==> src/rtl/csma_pkg.sv <==
package csma_pkg;

  typedef enum logic [2:0] {
    ST_IDLE    = 3'd0,
    ST_TX      = 3'd1,
    ST_JAM     = 3'd2,
    ST_BACKOFF = 3'd3,
    ST_RETRY   = 3'd4
  } csma_state_e;

endpackage

==> src/rtl/csma_lfsr.sv <==
module csma_lfsr #(
  parameter int          W     = 16,
  parameter logic [W-1:0] TAPS = 16'hB400,
  parameter logic [W-1:0] SEED = 16'hACE1,
  parameter int          OUT_W = 10
) (
  input  logic             clk_i,
  input  logic             rst_ni,
  output logic [OUT_W-1:0] rnd_o
);

  logic [W-1:0] q_q, q_n;

  // Galois form, shifts right every cycle
  always_comb begin
    q_n = {1'b0, q_q[W-1:1]} ^ (q_q[0] ? TAPS : '0);
  end

  always_ff @(posedge clk_i or negedge rst_ni) begin
    if (!rst_ni) q_q <= SEED;
    else         q_q <= q_n;
  end

  assign rnd_o = q_q[OUT_W-1:0];

endmodule

==> src/rtl/csma_sat_cnt.sv <==
module csma_sat_cnt #(
  parameter int LIMIT = 8
) (
  input  logic clk_i,
  input  logic rst_ni,
  input  logic clr_i,
  input  logic inc_i,
  output logic full_o
);

  localparam int W = (LIMIT < 1) ? 1 : $clog2(LIMIT + 1);

  logic [W-1:0] cnt_q, cnt_n;
  logic         cnt_en;

  assign full_o = (cnt_q == W'(LIMIT));
  assign cnt_en = clr_i | (inc_i & ~full_o);

  always_comb begin
    cnt_n = clr_i ? '0 : cnt_q + W'(1);
  end

  always_ff @(posedge clk_i or negedge rst_ni) begin
    if (!rst_ni)     cnt_q <= '0;
    else if (cnt_en) cnt_q <= cnt_n;
  end

endmodule

==> src/rtl/csma_backoff_calc.sv <==
module csma_backoff_calc #(
  parameter int LIMIT     = 10,
  parameter int SLOT_BITS = 512,
  parameter int ATT_W     = 5,
  parameter int CNT_W     = 20
) (
  input  logic [ATT_W-1:0] attempts_i,
  input  logic [LIMIT-1:0] rnd_i,
  output logic [CNT_W-1:0] load_o,
  output logic             zero_o
);

  logic [ATT_W-1:0] exp_w;
  logic [LIMIT-1:0] mask;
  logic [LIMIT-1:0] slots;
  logic [CNT_W-1:0] ticks;

  assign exp_w = (attempts_i > ATT_W'(LIMIT)) ? ATT_W'(LIMIT) : attempts_i;

  for (genvar i = 0; i < LIMIT; i++) begin : g_mask
    assign mask[i] = (exp_w > ATT_W'(i));
  end

  assign slots  = rnd_i & mask;
  assign ticks  = CNT_W'(slots) * CNT_W'(SLOT_BITS);
  assign load_o = ticks - CNT_W'(1);
  assign zero_o = (slots == '0);

endmodule

==> src/rtl/csma_col_ctrl.sv <==
module csma_col_ctrl
  import csma_pkg::*;
#(
  parameter int          JAM_BITS      = 32,
  parameter int          SLOT_BITS     = 512,
  parameter int          MAX_ATTEMPTS  = 16,
  parameter int          BACKOFF_LIMIT = 10,
  parameter logic [15:0] LFSR_SEED     = 16'hACE1
) (
  input  logic clk_i,
  input  logic rst_ni,
  input  logic bit_tick_i,
  input  logic col_i,
  input  logic tx_active_i,
  input  logic frame_start_i,
  output logic jam_o,
  output logic backoff_o,
  output logic retry_o,
  output logic late_col_o,
  output logic abort_o
);

  localparam int ATT_W = $clog2(MAX_ATTEMPTS + 1);
  localparam int CNT_W = BACKOFF_LIMIT + $clog2(SLOT_BITS) + 1;

  csma_state_e        state_q, state_n;
  logic [ATT_W-1:0]   att_q, att_n;
  logic [CNT_W-1:0]   bo_q, bo_n;
  logic               late_q, late_n;
  logic               abort_q, abort_n;

  logic               win_clr, win_full;
  logic               jam_clr, jam_full, jam_last;
  logic [BACKOFF_LIMIT-1:0] rnd;
  logic [CNT_W-1:0]   bo_load;
  logic               bo_zero;
  logic               col_hit;

  csma_lfsr #(
    .W(16), .TAPS(16'hB400), .SEED(LFSR_SEED), .OUT_W(BACKOFF_LIMIT)
  ) u_lfsr (
    .clk_i(clk_i), .rst_ni(rst_ni), .rnd_o(rnd)
  );

  // ticks since frame start, saturating at one slot
  csma_sat_cnt #(.LIMIT(SLOT_BITS)) u_win (
    .clk_i(clk_i), .rst_ni(rst_ni), .clr_i(win_clr),
    .inc_i(bit_tick_i & (state_q == ST_TX)), .full_o(win_full)
  );

  // ticks spent in the jam
  csma_sat_cnt #(.LIMIT(JAM_BITS - 1)) u_jam (
    .clk_i(clk_i), .rst_ni(rst_ni), .clr_i(jam_clr),
    .inc_i(bit_tick_i & (state_q == ST_JAM)), .full_o(jam_full)
  );

  csma_backoff_calc #(
    .LIMIT(BACKOFF_LIMIT), .SLOT_BITS(SLOT_BITS), .ATT_W(ATT_W), .CNT_W(CNT_W)
  ) u_calc (
    .attempts_i(att_q), .rnd_i(rnd), .load_o(bo_load), .zero_o(bo_zero)
  );

  assign col_hit  = col_i & tx_active_i;
  assign jam_last = jam_full & bit_tick_i;

  always_comb begin
    state_n = state_q;
    att_n   = att_q;
    bo_n    = bo_q;
    late_n  = late_q;
    abort_n = 1'b0;
    win_clr = 1'b0;
    jam_clr = 1'b0;
    unique case (state_q)
      ST_IDLE: begin
        if (frame_start_i) begin
          state_n = ST_TX;
          att_n   = '0;
          late_n  = 1'b0;
          win_clr = 1'b1;
        end
      end
      ST_RETRY: begin
        if (frame_start_i) begin
          state_n = ST_TX;
          late_n  = 1'b0;
          win_clr = 1'b1;
        end
      end
      ST_TX: begin
        if (col_hit) begin
          state_n = ST_JAM;
          jam_clr = 1'b1;
          if (win_full) late_n = 1'b1;
          else          att_n  = att_q + ATT_W'(1);
        end else if (!tx_active_i) begin
          state_n = ST_IDLE;
          att_n   = '0;
        end
      end
      ST_JAM: begin
        if (jam_last) begin
          if (late_q) begin
            state_n = ST_IDLE;
          end else if (att_q == ATT_W'(MAX_ATTEMPTS)) begin
            state_n = ST_IDLE;
            abort_n = 1'b1;
            att_n   = '0;
          end else if (bo_zero) begin
            state_n = ST_RETRY;
          end else begin
            state_n = ST_BACKOFF;
            bo_n    = bo_load;
          end
        end
      end
      ST_BACKOFF: begin
        if (bit_tick_i) begin
          if (bo_q == '0) state_n = ST_RETRY;
          else            bo_n    = bo_q - CNT_W'(1);
        end
      end
      default: state_n = ST_IDLE;
    endcase
  end

  always_ff @(posedge clk_i or negedge rst_ni) begin
    if (!rst_ni) begin
      state_q <= ST_IDLE;
      att_q   <= '0;
      bo_q    <= '0;
      late_q  <= 1'b0;
      abort_q <= 1'b0;
    end else begin
      state_q <= state_n;
      att_q   <= att_n;
      bo_q    <= bo_n;
      late_q  <= late_n;
      abort_q <= abort_n;
    end
  end

  assign jam_o      = (state_q == ST_JAM);
  assign backoff_o  = (state_q == ST_BACKOFF);
  assign retry_o    = (state_q == ST_RETRY);
  assign late_col_o = late_q;
  assign abort_o    = abort_q;

endmodule

==> config.mk <==
export PLATFORM = sky130hd
export DESIGN_NAME = csma_col_ctrl
export DESIGN_NICKNAME = d
export VERILOG_FILES = /design/src/rtl/csma_pkg.sv /design/src/rtl/csma_lfsr.sv /design/src/rtl/csma_sat_cnt.sv /design/src/rtl/csma_backoff_calc.sv /design/src/rtl/csma_col_ctrl.sv
export SDC_FILE = /design/constraint.sdc
export NUM_CORES = 1
export LEC_CHECK = 0
export ABC_CLOCK_PERIOD_IN_PS = 3100
export CORE_MARGIN = 4
export CORE_UTILIZATION = 49
export CTS_BUF_LIST = sky130_fd_sc_hd__clkbuf_4
export DETAILED_ROUTE_END_ITERATION = 6
export HOLD_SLACK_MARGIN = 0.1
export PLACE_DENSITY = 0.74
export SYNTH_ARGS = -nofsm -noshare
export SYNTH_HDL_FRONTEND = slang
export SYNTH_SLANG_ARGS = --single-unit
==> constraint.sdc <==
create_clock -name clk_i -period 3.1 [get_ports clk_i]
set_clock_uncertainty 0.2 [all_clocks]
set_input_delay 0.62 -clock clk_i [delete_from_list [all_inputs] [get_ports clk_i]]
set_output_delay 0.62 -clock clk_i [all_outputs]
set_load 0.03 [all_outputs]
==> out/metrics.csv, run 1 <==
stage,metric,value,unit
outcome,status,"finished, final reports clean",
worst_setup_path,Reg2Reg Setup Slack,0.28,ns
worst_setup_path,worst r2r dst,att_q[3],
timing,final worst-path cycle share,0.9493,
global_route,maximum number of pins on one net before global-route repair,34,
timing,Slew @ Worst Pin,0.7206,ns
final_layout,"commonest non-fill, non-tap cell in the layout",dfrtp_1,
worst_setup_path,CP endpoint kind,primary output,
detailed_routing,Final ANT Viol Nets,0,
detailed_routing,1st-pass router iterations,5,
cts,CTS Root Cell,clkbuf_4,
global_route,global route total overflow,0,
cts,postcts setup bufs,0,
logic_synthesis,post-synthesis sequential area ratio,0.4417,
logic_synthesis,Unique masters post-synth,63,
detailed_routing,drt drc,0,
pwr,static leakage power,1.685,nW
pwr,Logic pwr share,0.326,
detailed_routing,final wirelength,7.823,mm
logic_synthesis,top cell type's share of synthesized area,0.3813,
placement,Routability Congestion,0.8675,
logic_synthesis,Synth Flop Type,dfrtp_1,
worst_setup_path,CP Class,reg2out,
worst_setup_path,startpoint types,flop,
timing,shortest period the worst path allows,2.943,ns
final_layout,Reg area,1536,um2
cts,CTS H-tree depth,3,
floorplanning,die area,8511,um2
cts,Longest Clk Path Bufs,2,
worst_hold_path,Hold EP,u_lfsr.q_q[11],
detailed_routing,drt via density,5.913,
logic_synthesis,Synth Net Count,391,
placement,dpl cell area,3721,um2
run,max cap viols,0,
floorplanning,initial core utilization,0.5092,
floorplanning,# IOs,11,
worst_hold_path,Hold Crit Class,reg2reg,
final_layout,# diodes,0,
logic_synthesis,synthesized flop and latch total,61,
final_layout,layout cell share with drive strength beyond 1,0.1172,
timing,Final Hold Slack,0.1710,ns
worst_hold_path,Cells on Worst Hold Path,0,
logic_synthesis,number of synthesized flops with an enable pin,0,
placement,# port buffers,10,
final_layout,Area Growth Syn to Fin,11.69,%
cts,worst skew pair latency,0.41,ns
timing,RSZ-0062 raised after global routing,no,
worst_setup_path,"Max FO, Critical Path",8,
final_layout,most frequent cells in the layout,"dfrtp_1 (53), nor2_1 (39), nand2_1 (29), o21ai_0 (26), nand3_1 (23)",
floorplanning,Core Region,6832,um2
global_route,first-pass GRT wire length,13.39,mm
pwr,Internal Power,0.001650,W
logic_synthesis,post-synthesis cell area,3478,um2
cts,clock sink count,61,
pwr,Clk pwr share,0.231,
logic_synthesis,top post-synthesis cells by area,"dfrtp_1 (38%), dfstp_2 (6.0%), nor2_1 (4.2%), o21ai_0 (3.7%), xor2_1 (3.5%)",
logic_synthesis,Yosys top cell by area,dfrtp_1,
detailed_routing,Avg WL per Cell,15.74,um
final_layout,Finished Cell Area,3885,um2
floorplanning,Cell Rows,30,
timing,fmax,339.8,MHz
worst_hold_path,hold wc startpoint,u_lfsr.q_q[12],
global_route,GRT Overall Usage,0.1951,
worst_setup_path,R2R Path Start,u_jam.cnt_q[0],
logic_synthesis,syn_area_per_cell,9.251,um2
pwr,Seq pwr share,0.442,
timing,final setup margin,0.1571,ns
placement,DP Worst Slack,0.2033,ns
final_layout,multi-input logic area,1807,um2
worst_setup_path,worst path arrival time,2.12,ns
cts,"CTS clk-pin slew, worst paths",0.11,ns
pwr,switching power,0.001005,W
floorplanning,die width,92.26,um
global_route,initial antenna violation count,0,
pwr,maximum VDD drop,0.0004230,V
timing,final hold vios,0,
global_route,vias in the first global route,2816,
pwr,PD cells,683.3,nW/um2
cts,CTS buffer count,9,
timing,Fin Setup TNS,0,ns
worst_setup_path,Critical Path Source,state_q[1],
logic_synthesis,Post-synth ARST share,1.000,
placement,hpwl dp,5.461,mm
detailed_routing,DRT iter0 DRCs,183,
timing,final setup fails,0,
final_layout,Nets,411,
logic_synthesis,Ys Warns,0,
worst_setup_path,CP required,2.28,ns
final_layout,fillcell total,621,
pwr,Sw Ratio,0.3785,
timing,worst rel slew slack,0.5196,
detailed_routing,DR vias,2939,
logic_synthesis,post-synthesis cell count,376,
cts,CTS tree,done,
floorplanning,Die Y-Extent,92.26,um
timing,"Slew Viols, Final",0,
worst_setup_path,Worst R2R Path Depth,9,
[how the worst max path moves through the flow]
stage,endpoint,slack (ns)
6_report,jam_o,0.16
2_1_floorplan,bo_q[5],0.39
3_3_place_gp,att_q[2],0.27
5_1_grt,jam_o,0.03
3_5_place_dp,att_q[3],0.20
4_1_cts,jam_o,0.15
[power groups by stage]
stage / sequential (W) / clock [W] / combinational, W
floorplan: 0.00111 / 0 / 0.000690
detailed placement: 0.00118 / 0 / 0.000853
global route: 0.00121 / 0.000669 / 0.000970
CTS: 0.00117 / 0.000636 / 0.000862
global placement: 0.00117 / 0 / 0.000836
finish: 0.00117 / 0.000614 / 0.000867
[flip-flops by register name, summed over array words and instances (netlist names)]
name / cells
u_win.cnt_q: 10
bo_q: 20
late_col_o: 1
u_jam.cnt_q: 5
u_lfsr.q_q: 16
state_q: 3
att_q: 5
abort_o: 1
[stage by stage]
step	total power [W]	utilization	instances
floorplan	0.001798	-	376
global placement	0.002010	0.5447	480
detailed placement	0.002036	0.5447	480
CTS	0.002667	0.5687	497
global route	0.002846	0.5687	497
finish	0.002655	0.5687	497
[layout make-up]
| class | instances | share of cell area |
|---|---|---|
| tap | 96 | 0.03092 |
| timing repair buffer | 25 | 0.05733 |
| inverter | 12 | 0.01159 |
| sequential | 61 | 0.3955 |
| clock inverter | 6 | 0.02029 |
| multi-input combinational | 287 | 0.4651 |
| clock buffer | 10 | 0.01932 |
[what timing repair did]
item | in CTS | in global routing
hold endpoints to repair | 28 | 0
hold buffers | 1 | 0
resized for setup | 0 | 0
[critical path: stages, from the launching register on]
cell and delay, ns:
dfrtp_1 0.49, nor2b_1 0.26, nand2b_1 0.12, inv_1 0.14
clkdlybuf4s50_1 0.70
[routing by layer]
metal	up-vias	wire length [um]	part of all wire	global-route usage
met5	-	0	0	0
met4	0	64	0.0082	0.04332
met3	11	350	0.045	0.04594
met2	66	3735	0.48	0.3181
met1	1431	3673	0.47	0.2647
li1	1431	-	-	-
[cell families after synthesis]
family	Yosys count	synth area share
XOR/XNOR	19	0.04784
AND/OR/NAND/NOR	158	0.2396
flip-flops	61	0.4417
buffers and inverters	28	0.03885
adder cells (fa/ha/maj)	9	0.03237
AO/OA/AOI/OAI	100	0.1968
multiplexers	1	0.002878
[Yosys cell counts, types with 2 or more instances]
cell type and count:
o31a_1 3, a21oi_1 13, a21o_1 4, a31o_2 2, o211ai_1 4, nor2b_1 3, nand4bb_1 2, and3_1 6
o22ai_1 3, o21ai_0 26, o21a_1 3, a22o_1 4, dfrtp_1 53, nor3b_1 3, nor3_1 11, a2bb2oi_1 3
o41ai_1 3, xor2_1 14, a31oi_1 10, dfstp_2 8, or4_1 5, clkbuf_1 9, ha_1 9, buf_2 3
nor2_1 39, nand4_1 3, and4_1 2, nor4_1 6, o31ai_1 9, nand3b_1 4, inv_1 11, nand3_1 23
buf_6 3, xnor2_1 5, or2_2 2, or3_1 4, and2_1 5, nand2b_1 3, nand2_1 29
Note: power is estimated with default switching activity, not from simulation.
==> run 2, diff against run 1 <==
--- a/config.mk
+++ b/config.mk
@@ -7,11 +7,11 @@
 export LEC_CHECK = 0
 export ABC_CLOCK_PERIOD_IN_PS = 3100
 export CORE_MARGIN = 4
-export CORE_UTILIZATION = 49
+export CORE_UTILIZATION = 55
 export CTS_BUF_LIST = sky130_fd_sc_hd__clkbuf_4
 export DETAILED_ROUTE_END_ITERATION = 6
 export HOLD_SLACK_MARGIN = 0.1
-export PLACE_DENSITY = 0.74
+export PLACE_DENSITY = 0.81
 export SYNTH_ARGS = -nofsm -noshare
 export SYNTH_HDL_FRONTEND = slang
 export SYNTH_SLANG_ARGS = --single-unit
==> run 2 against run 1 <==
Maximum frequency up 0.79%. Sequential power about the same. Flip-flop and latch count unchanged. Via count up 1.3%. Combinational power up 0.7%. Count of clock-buffer cells in the layout up 1. Critical path depth unchanged. Final cell count down 4.6%. Sequential share of layout area up 0.14 points. Utilization up 7.4 points. Global-route usage up 3.3 points.
==> out/metrics.csv, run 2 (synthesis gave the netlist of run 1 again) <==
stage,metric,value,unit,change
outcome,status,"finished, final reports clean",,
detailed_routing,drt via density,6.278,,+6.2%
cts,worst skew pair latency,0.42,ns,about the same
timing,shortest period the worst path allows,2.920,ns,-0.02296 ns
worst_setup_path,"Max FO, Critical Path",8,,unchanged
detailed_routing,DR vias,2976,,+1.3%
pwr,static leakage power,1.693,nW,+0.51%
final_layout,Nets,409,,-0.49%
worst_hold_path,Cells on Worst Hold Path,0,,unchanged
detailed_routing,final wirelength,7.775,mm,-0.61%
floorplanning,die area,7661,um2,-10%
floorplanning,initial core utilization,0.5772,,+0.06809
worst_setup_path,startpoint types,flop,,
worst_hold_path,Hold Crit Class,reg2reg,,
cts,clock sink count,61,,unchanged
global_route,initial antenna violation count,0,,unchanged
cts,CTS H-tree depth,3,,unchanged
final_layout,final core utilization,0.6424,,+0.07376
detailed_routing,DRT iter0 DRCs,210,,+15%
final_layout,Reg with most FFs,bo_q,,
timing,final hold vios,0,,unchanged
cts,CTS Root Cell,clkbuf_4,,
cts,"CTS clk-pin slew, worst paths",0.10,ns,about the same
global_route,maximum number of pins on one net before global-route repair,34,,unchanged
detailed_routing,Avg WL per Cell,16.40,um,+4.2%
worst_setup_path,number of cells on the critical path,4,,unchanged
worst_setup_path,worst path arrival time,2.10,ns,-0.02 ns
final_layout,Post-Layout Cell Count,474,,-4.6%
floorplanning,Core Region,6026,um2,-12%
worst_setup_path,slowest library cell on the worst path,clkdlybuf4s50_1,,
global_route,met1 Usage GRT,0.2817,,+0.01707
global_route,vias in the first global route,2932,,+4.1%
detailed_routing,drt drc,0,,unchanged
worst_setup_path,R2R Path Start,att_q[2],,
final_layout,max reg flops,20,,unchanged
floorplanning,# IOs,11,,unchanged
detailed_routing,Final ANT Viol Nets,0,,unchanged
worst_setup_path,Critical Path Source,state_q[1],,
floorplanning,die width,87.53,um,-5.1%
pwr,maximum VDD drop,0.0005208,V,+23%
global_route,global route total overflow,0,,unchanged
worst_setup_path,CP required,2.28,ns,about the same
final_layout,# diodes,0,,unchanged
timing,final worst-path cycle share,0.9419,,-0.007407
floorplanning,Die Y-Extent,87.53,um,-5.1%
timing,Slew @ Worst Pin,0.6580,ns,-0.06264 ns
cts,postcts setup bufs,0,,unchanged
worst_setup_path,slowest cell delay on critical path,0.69,ns,about the same
cts,CTS resizes,0,,unchanged
global_route,busiest grt layer,met2,,
worst_setup_path,Buf/Inv on CP,2,,unchanged
worst_hold_path,hold wc startpoint,u_lfsr.q_q[12],,
placement,placed cells,457,,-4.8%
run,max cap viols,0,,unchanged
timing,fmax,342.5,MHz,+0.79%
worst_setup_path,"delay-heaviest family, CP",buffers and inverters,,
final_layout,layout cell share with drive strength beyond 1,0.1178,,+0.0005875
worst_setup_path,Worst R2R Path Depth,7,,-2
worst_setup_path,CP Class,reg2out,,
detailed_routing,1st-pass router iterations,5,,unchanged
cts,Longest Clk Path Bufs,2,,unchanged
placement,hpwl dp,5.685,mm,+4.1%
cts,CTS buffer count,9,,unchanged
global_route,GRT Overall Usage,0.2277,,+0.03257
pwr,PD cells,713.1,nW/um2,+4.3%
final_layout,"commonest non-fill, non-tap cell in the layout",dfrtp_1,,
placement,# port buffers,10,,unchanged
timing,"Slew Viols, Final",0,,unchanged
worst_setup_path,CP endpoint kind,primary output,,
timing,RSZ-0062 raised after global routing,no,,
worst_setup_path,"Critical Path, Cell by Cell","nor2b_1, nand2b_1, inv_1, clkdlybuf4s50_1",,
placement,dpl cell area,3680,um2,-1.1%
global_route,M3 GR Usage,0.06906,,+0.02312
timing,final setup fails,0,,unchanged
placement,Routability Congestion,0.8807,,+1.5%
cts,hold buffer count at cts,1,,unchanged
global_route,first-pass GRT wire length,13.50,mm,+0.83%
floorplanning,Cell Rows,28,,-6.7%
global_route,met2 Use GR,0.3678,,+0.04968
timing,Fin Setup TNS,0,ns,unchanged
final_layout,Top Registers,"bo_q (20), u_lfsr.q_q (16), u_win.cnt_q (10)",,
final_layout,most frequent cells in the layout,"dfrtp_1 (53), nor2_1 (39), nand2_1 (29), o21ai_0 (26), nand3_1 (23)",,
timing,worst rel slew slack,0.5613,,+0.04176
final_layout,Finished Cell Area,3871,um2,-0.35%
cts,CTS tree,done,,
final_layout,Area Growth Syn to Fin,11.29,%,
==> run 2: area by class of cell <==
cell class | count | area [um2]
Inverter | 12 | 45.04
Multi-Input combinational cell | 287 | 1807
Fill cell | 509 | 2155
Clock inverter | 5 | 98.84
Tap cell | 75 | 93.84
Timing Repair Buffer | 23 | 207.7
Clock buffer | 11 | 82.58
Sequential cell | 61 | 1536
==> run 2: through the flow <==
step	power (W)	setup WS (ns)	hold slack, ns
2_1_floorplan	0.001798	0.3924	0.1244
3_3_place_gp	0.002005	0.2913	0.1365
3_5_place_dp	0.002053	0.2465	0.1376
4_1_cts	0.002772	0.1442	0.1608
5_1_grt	0.002955	0.01682	0.1667
6_report	0.002760	0.1801	0.1584
==> run 2: final timing paths <==
path,slack (ns),end
setup / recovery,0.18,jam_o
hold / removal,0.16,u_lfsr.q_q[11]
setup reg to reg,0.29,bo_q[8]
hold reg to reg,0.16,u_lfsr.q_q[11]
max in group asynchronous,1.53,att_q[2]
min in group asynchronous,0.56,bo_q[15]
==> run 2: layer usage <==
layer / up-vias / routed length, um
met2: 86 / 3829
li1: 1426 / -
met4: 0 / 193
met1: 1444 / 3399
met3: 20 / 352
met5: - / 0
==> run 2: worst register-to-register path, cell delays in order (launching register included) <==
cell and delay [ns]:
dfrtp_1 0.51, or3_1 0.43, o31ai_1 0.28, ha_1 0.26
nand2_1 0.09, or4_4 0.49, nand2_1 0.28, o211ai_1 0.15
==> run 2: power by group <==
group          switching [W]  total [W]  internal (W)
logic               0.000512   0.000873      0.000361
registers           0.000221    0.00118      0.000960
clock network       0.000283   0.000706      0.000423
==> run 3, diff against run 2 <==
--- a/config.mk
+++ b/config.mk
@@ -6,12 +6,14 @@
 export NUM_CORES = 1
 export LEC_CHECK = 0
 export ABC_CLOCK_PERIOD_IN_PS = 3100
+export CELL_PAD_IN_SITES_DETAIL_PLACEMENT = 0
+export CELL_PAD_IN_SITES_GLOBAL_PLACEMENT = 1
 export CORE_MARGIN = 4
-export CORE_UTILIZATION = 55
+export CORE_UTILIZATION = 50
 export CTS_BUF_LIST = sky130_fd_sc_hd__clkbuf_4
 export DETAILED_ROUTE_END_ITERATION = 6
 export HOLD_SLACK_MARGIN = 0.1
-export PLACE_DENSITY = 0.81
+export PLACE_DENSITY = 0.9
 export SYNTH_ARGS = -nofsm -noshare
 export SYNTH_HDL_FRONTEND = slang
 export SYNTH_SLANG_ARGS = --single-unit
==> run 3 against run 2 <==
Final area is 0.58% higher. Combinational power hardly changed. Non-clock buffer count is 2 higher. Highest routed layer unchanged.
==> out/metrics.csv, run 3 (synthesis gave the netlist of run 1 again) <==
stage,metric,value,unit,change
outcome,status,"finished, final reports clean",,
worst_setup_path,CP endpoint kind,primary output,,
cts,CTS Root Cell,clkbuf_4,,
detailed_routing,final wirelength,7.739,mm,-0.46%
worst_setup_path,"Max FO, Critical Path",8,,unchanged
global_route,GRT Overall Usage,0.1983,,-0.02938
timing,final setup fails,0,,unchanged
worst_hold_path,Hold Crit Class,reg2reg,,
final_layout,# diodes,0,,unchanged
pwr,Internal Power,0.001684,W,-3.4%
final_layout,Post-Layout Cell Count,497,,+4.9%
pwr,Clk pwr share,0.241,,-0.015
final_layout,final core utilization,0.5731,,-0.06933
pwr,static leakage power,1.693,nW,about the same
placement,hpwl dp,5.459,mm,-4.0%
floorplanning,Cell Rows,30,,+7.1%
pwr,Logic pwr share,0.324,,+0.008
floorplanning,Core Region,6794,um2,+13%
worst_setup_path,Worst R2R Path Depth,7,,unchanged
final_layout,Area Growth Syn to Fin,11.94,%,
detailed_routing,Final ANT Viol Nets,0,,unchanged
run,max cap viols,0,,unchanged
detailed_routing,1st-pass router iterations,4,,-1
detailed_routing,drt via density,5.755,,-8.3%
final_layout,Nets,411,,+0.49%
global_route,vias in the first global route,2699,,-7.9%
detailed_routing,DRT iter0 DRCs,169,,-20%
placement,Routability Congestion,0.8089,,-8.2%
pwr,"Power, Total",0.002695,W,-2.4%
floorplanning,# IOs,11,,unchanged
detailed_routing,drt drc,0,,unchanged
worst_setup_path,startpoint types,flop,,
cts,worst skew pair latency,0.41,ns,about the same
detailed_routing,Avg WL per Cell,15.57,um,-5.1%
timing,final hold vios,0,,unchanged
final_layout,fillcell total,648,,+27%
timing,fmax,340.2,MHz,-0.68%
timing,shortest period the worst path allows,2.940,ns,+0.01993 ns
cts,"CTS clk-pin slew, worst paths",0.11,ns,about the same
timing,final worst-path cycle share,0.9483,,+0.006429
pwr,PD cells,692.2,nW/um2,-2.9%
final_layout,Reg area,1536,um2,unchanged
detailed_routing,DR vias,2860,,-3.9%
floorplanning,Die Y-Extent,91.41,um,+4.4%
timing,final setup margin,0.1602,ns,-0.01993 ns
floorplanning,initial core utilization,0.5120,,-0.06527
cts,clock sink count,61,,unchanged
global_route,global route total overflow,0,,unchanged
placement,placed cells,480,,+5.0%
worst_setup_path,worst path arrival time,2.12,ns,+0.02 ns
final_layout,Reg with most FFs,bo_q,,
worst_setup_path,worst r2r dst,bo_q[5],,
cts,CTS buffer count,9,,unchanged
final_layout,"commonest non-fill, non-tap cell in the layout",dfrtp_1,,
final_layout,max reg flops,20,,unchanged
global_route,first-pass GRT wire length,13.34,mm,-1.2%
final_layout,most frequent cells in the layout,"dfrtp_1 (53), nor2_1 (39), nand2_1 (29), o21ai_0 (26), nand3_1 (23)",,
timing,"Slew Viols, Final",0,,unchanged
floorplanning,die area,8355,um2,+9.1%
timing,worst rel slew slack,0.5582,,-0.003153
pwr,maximum VDD drop,0.0004026,V,-23%
timing,RSZ-0062 raised after global routing,no,,
final_layout,layout cell share with drive strength beyond 1,0.1247,,+0.006894
timing,Fin Setup TNS,0,ns,unchanged
cts,CTS H-tree depth,3,,unchanged
cts,Longest Clk Path Bufs,2,,unchanged
final_layout,multi-input logic area,1807,um2,unchanged
cts,CTS tree,done,,
timing,Slew @ Worst Pin,0.6627,ns,+0.004729 ns
global_route,initial antenna violation count,0,,unchanged
worst_setup_path,CP required,2.28,ns,about the same
worst_setup_path,R2R Path Start,att_q[4],,
worst_hold_path,hold wc startpoint,u_lfsr.q_q[15],,
pwr,switching power,0.001011,W,-0.57%
placement,DP Worst Slack,0.2435,ns,-0.003045 ns
final_layout,Top Registers,"bo_q (20), u_lfsr.q_q (16), u_win.cnt_q (10)",,
floorplanning,die width,91.41,um,+4.4%
worst_setup_path,Reg2Reg Setup Slack,0.35,ns,+0.06 ns
worst_hold_path,Cells on Worst Hold Path,0,,unchanged
placement,# port buffers,10,,unchanged
worst_hold_path,Hold EP,u_lfsr.q_q[14],,
worst_setup_path,CP Class,reg2out,,
pwr,Sw Ratio,0.3751,,+0.006764
pwr,Seq pwr share,0.435,,+0.007
global_route,maximum number of pins on one net before global-route repair,38,,+12%
run 3: changes by cell type in the layout (fill, tap and decap cells not counted):
| cell | before | now |
|---|---|---|
| buf_4 | 11 | 13 |
| bufinv_16 | 3 | 2 |
| clkbuf_4 | 11 | 12 |
| clkinv_1 | 2 | 1 |
| clkinvlp_4 | 0 | 1 |
run 3: critical path, cell delays in order, from the launching register on:
cell and delay [ns]:
dfrtp_1 0.49, nor2b_1 0.27, nand2b_1 0.12, inv_1 0.14, clkdlybuf4s50_1 0.69
run 3: how the worst max path moves through the flow:
stage               cells past startpoint  endpoint  slack [ns]  startpoint
floorplan                               9   bo_q[5]        0.39    att_q[4]
global placement                        7  att_q[2]        0.29  bit_tick_i
detailed placement                      7  att_q[4]        0.24  bit_tick_i
CTS                                     4     jam_o        0.15  state_q[1]
global route                            4     jam_o        0.04  state_q[1]
finish                                  4     jam_o        0.16  state_q[1]
run 3: layout make-up:
type                    count  share of cell area
clock buffers              12             0.02314
multi-input cells         287              0.4640
well taps                  96             0.03085
inverters                  12             0.01157
clock inverters             4             0.01864
flip-flops and latches     61              0.3946
repair buffers             25             0.05720
run 3: what timing repair did:
item | CTS | global route
setup buffers | 0 | 0
gates resized for setup | 0 | 0
hold buffers | 1 | 0
endpoints found under the hold margin | 21 | 0
run 3: through the flow:
stage | hold slack, ns | cell area [um2]
2_1_floorplan | 0.1244 | 3478
3_3_place_gp | 0.1365 | 3721
3_5_place_dp | 0.1399 | 3721
4_1_cts | 0.1809 | 3894
5_1_grt | 0.1877 | 3894
6_report | 0.1803 | 3894
run 3: power by group through the flow:
stage                     Clock, W  Sequential [W]  Combinational, W
after floorplan                  0         0.00111          0.000690
after global placement           0         0.00117          0.000850
after detailed placement         0         0.00118          0.000869
after CTS                 0.000669         0.00117          0.000874
after global routing      0.000711         0.00120          0.000990
final                     0.000650         0.00117          0.000873
run 3: per-layer routing:
| metal | GRT usage | routed length [um] | vias to the layer above | share of wire |
|---|---|---|---|---|
| met5 | 0 | 0 | - | 0 |
| met4 | 0.06030 | 71 | 0 | 0.0092 |
| met2 | 0.2879 | 3545 | 44 | 0.46 |
| met1 | 0.2951 | 3808 | 1379 | 0.49 |
| met3 | 0.04225 | 314 | 5 | 0.041 |
| li1 | - | - | 1432 | - |
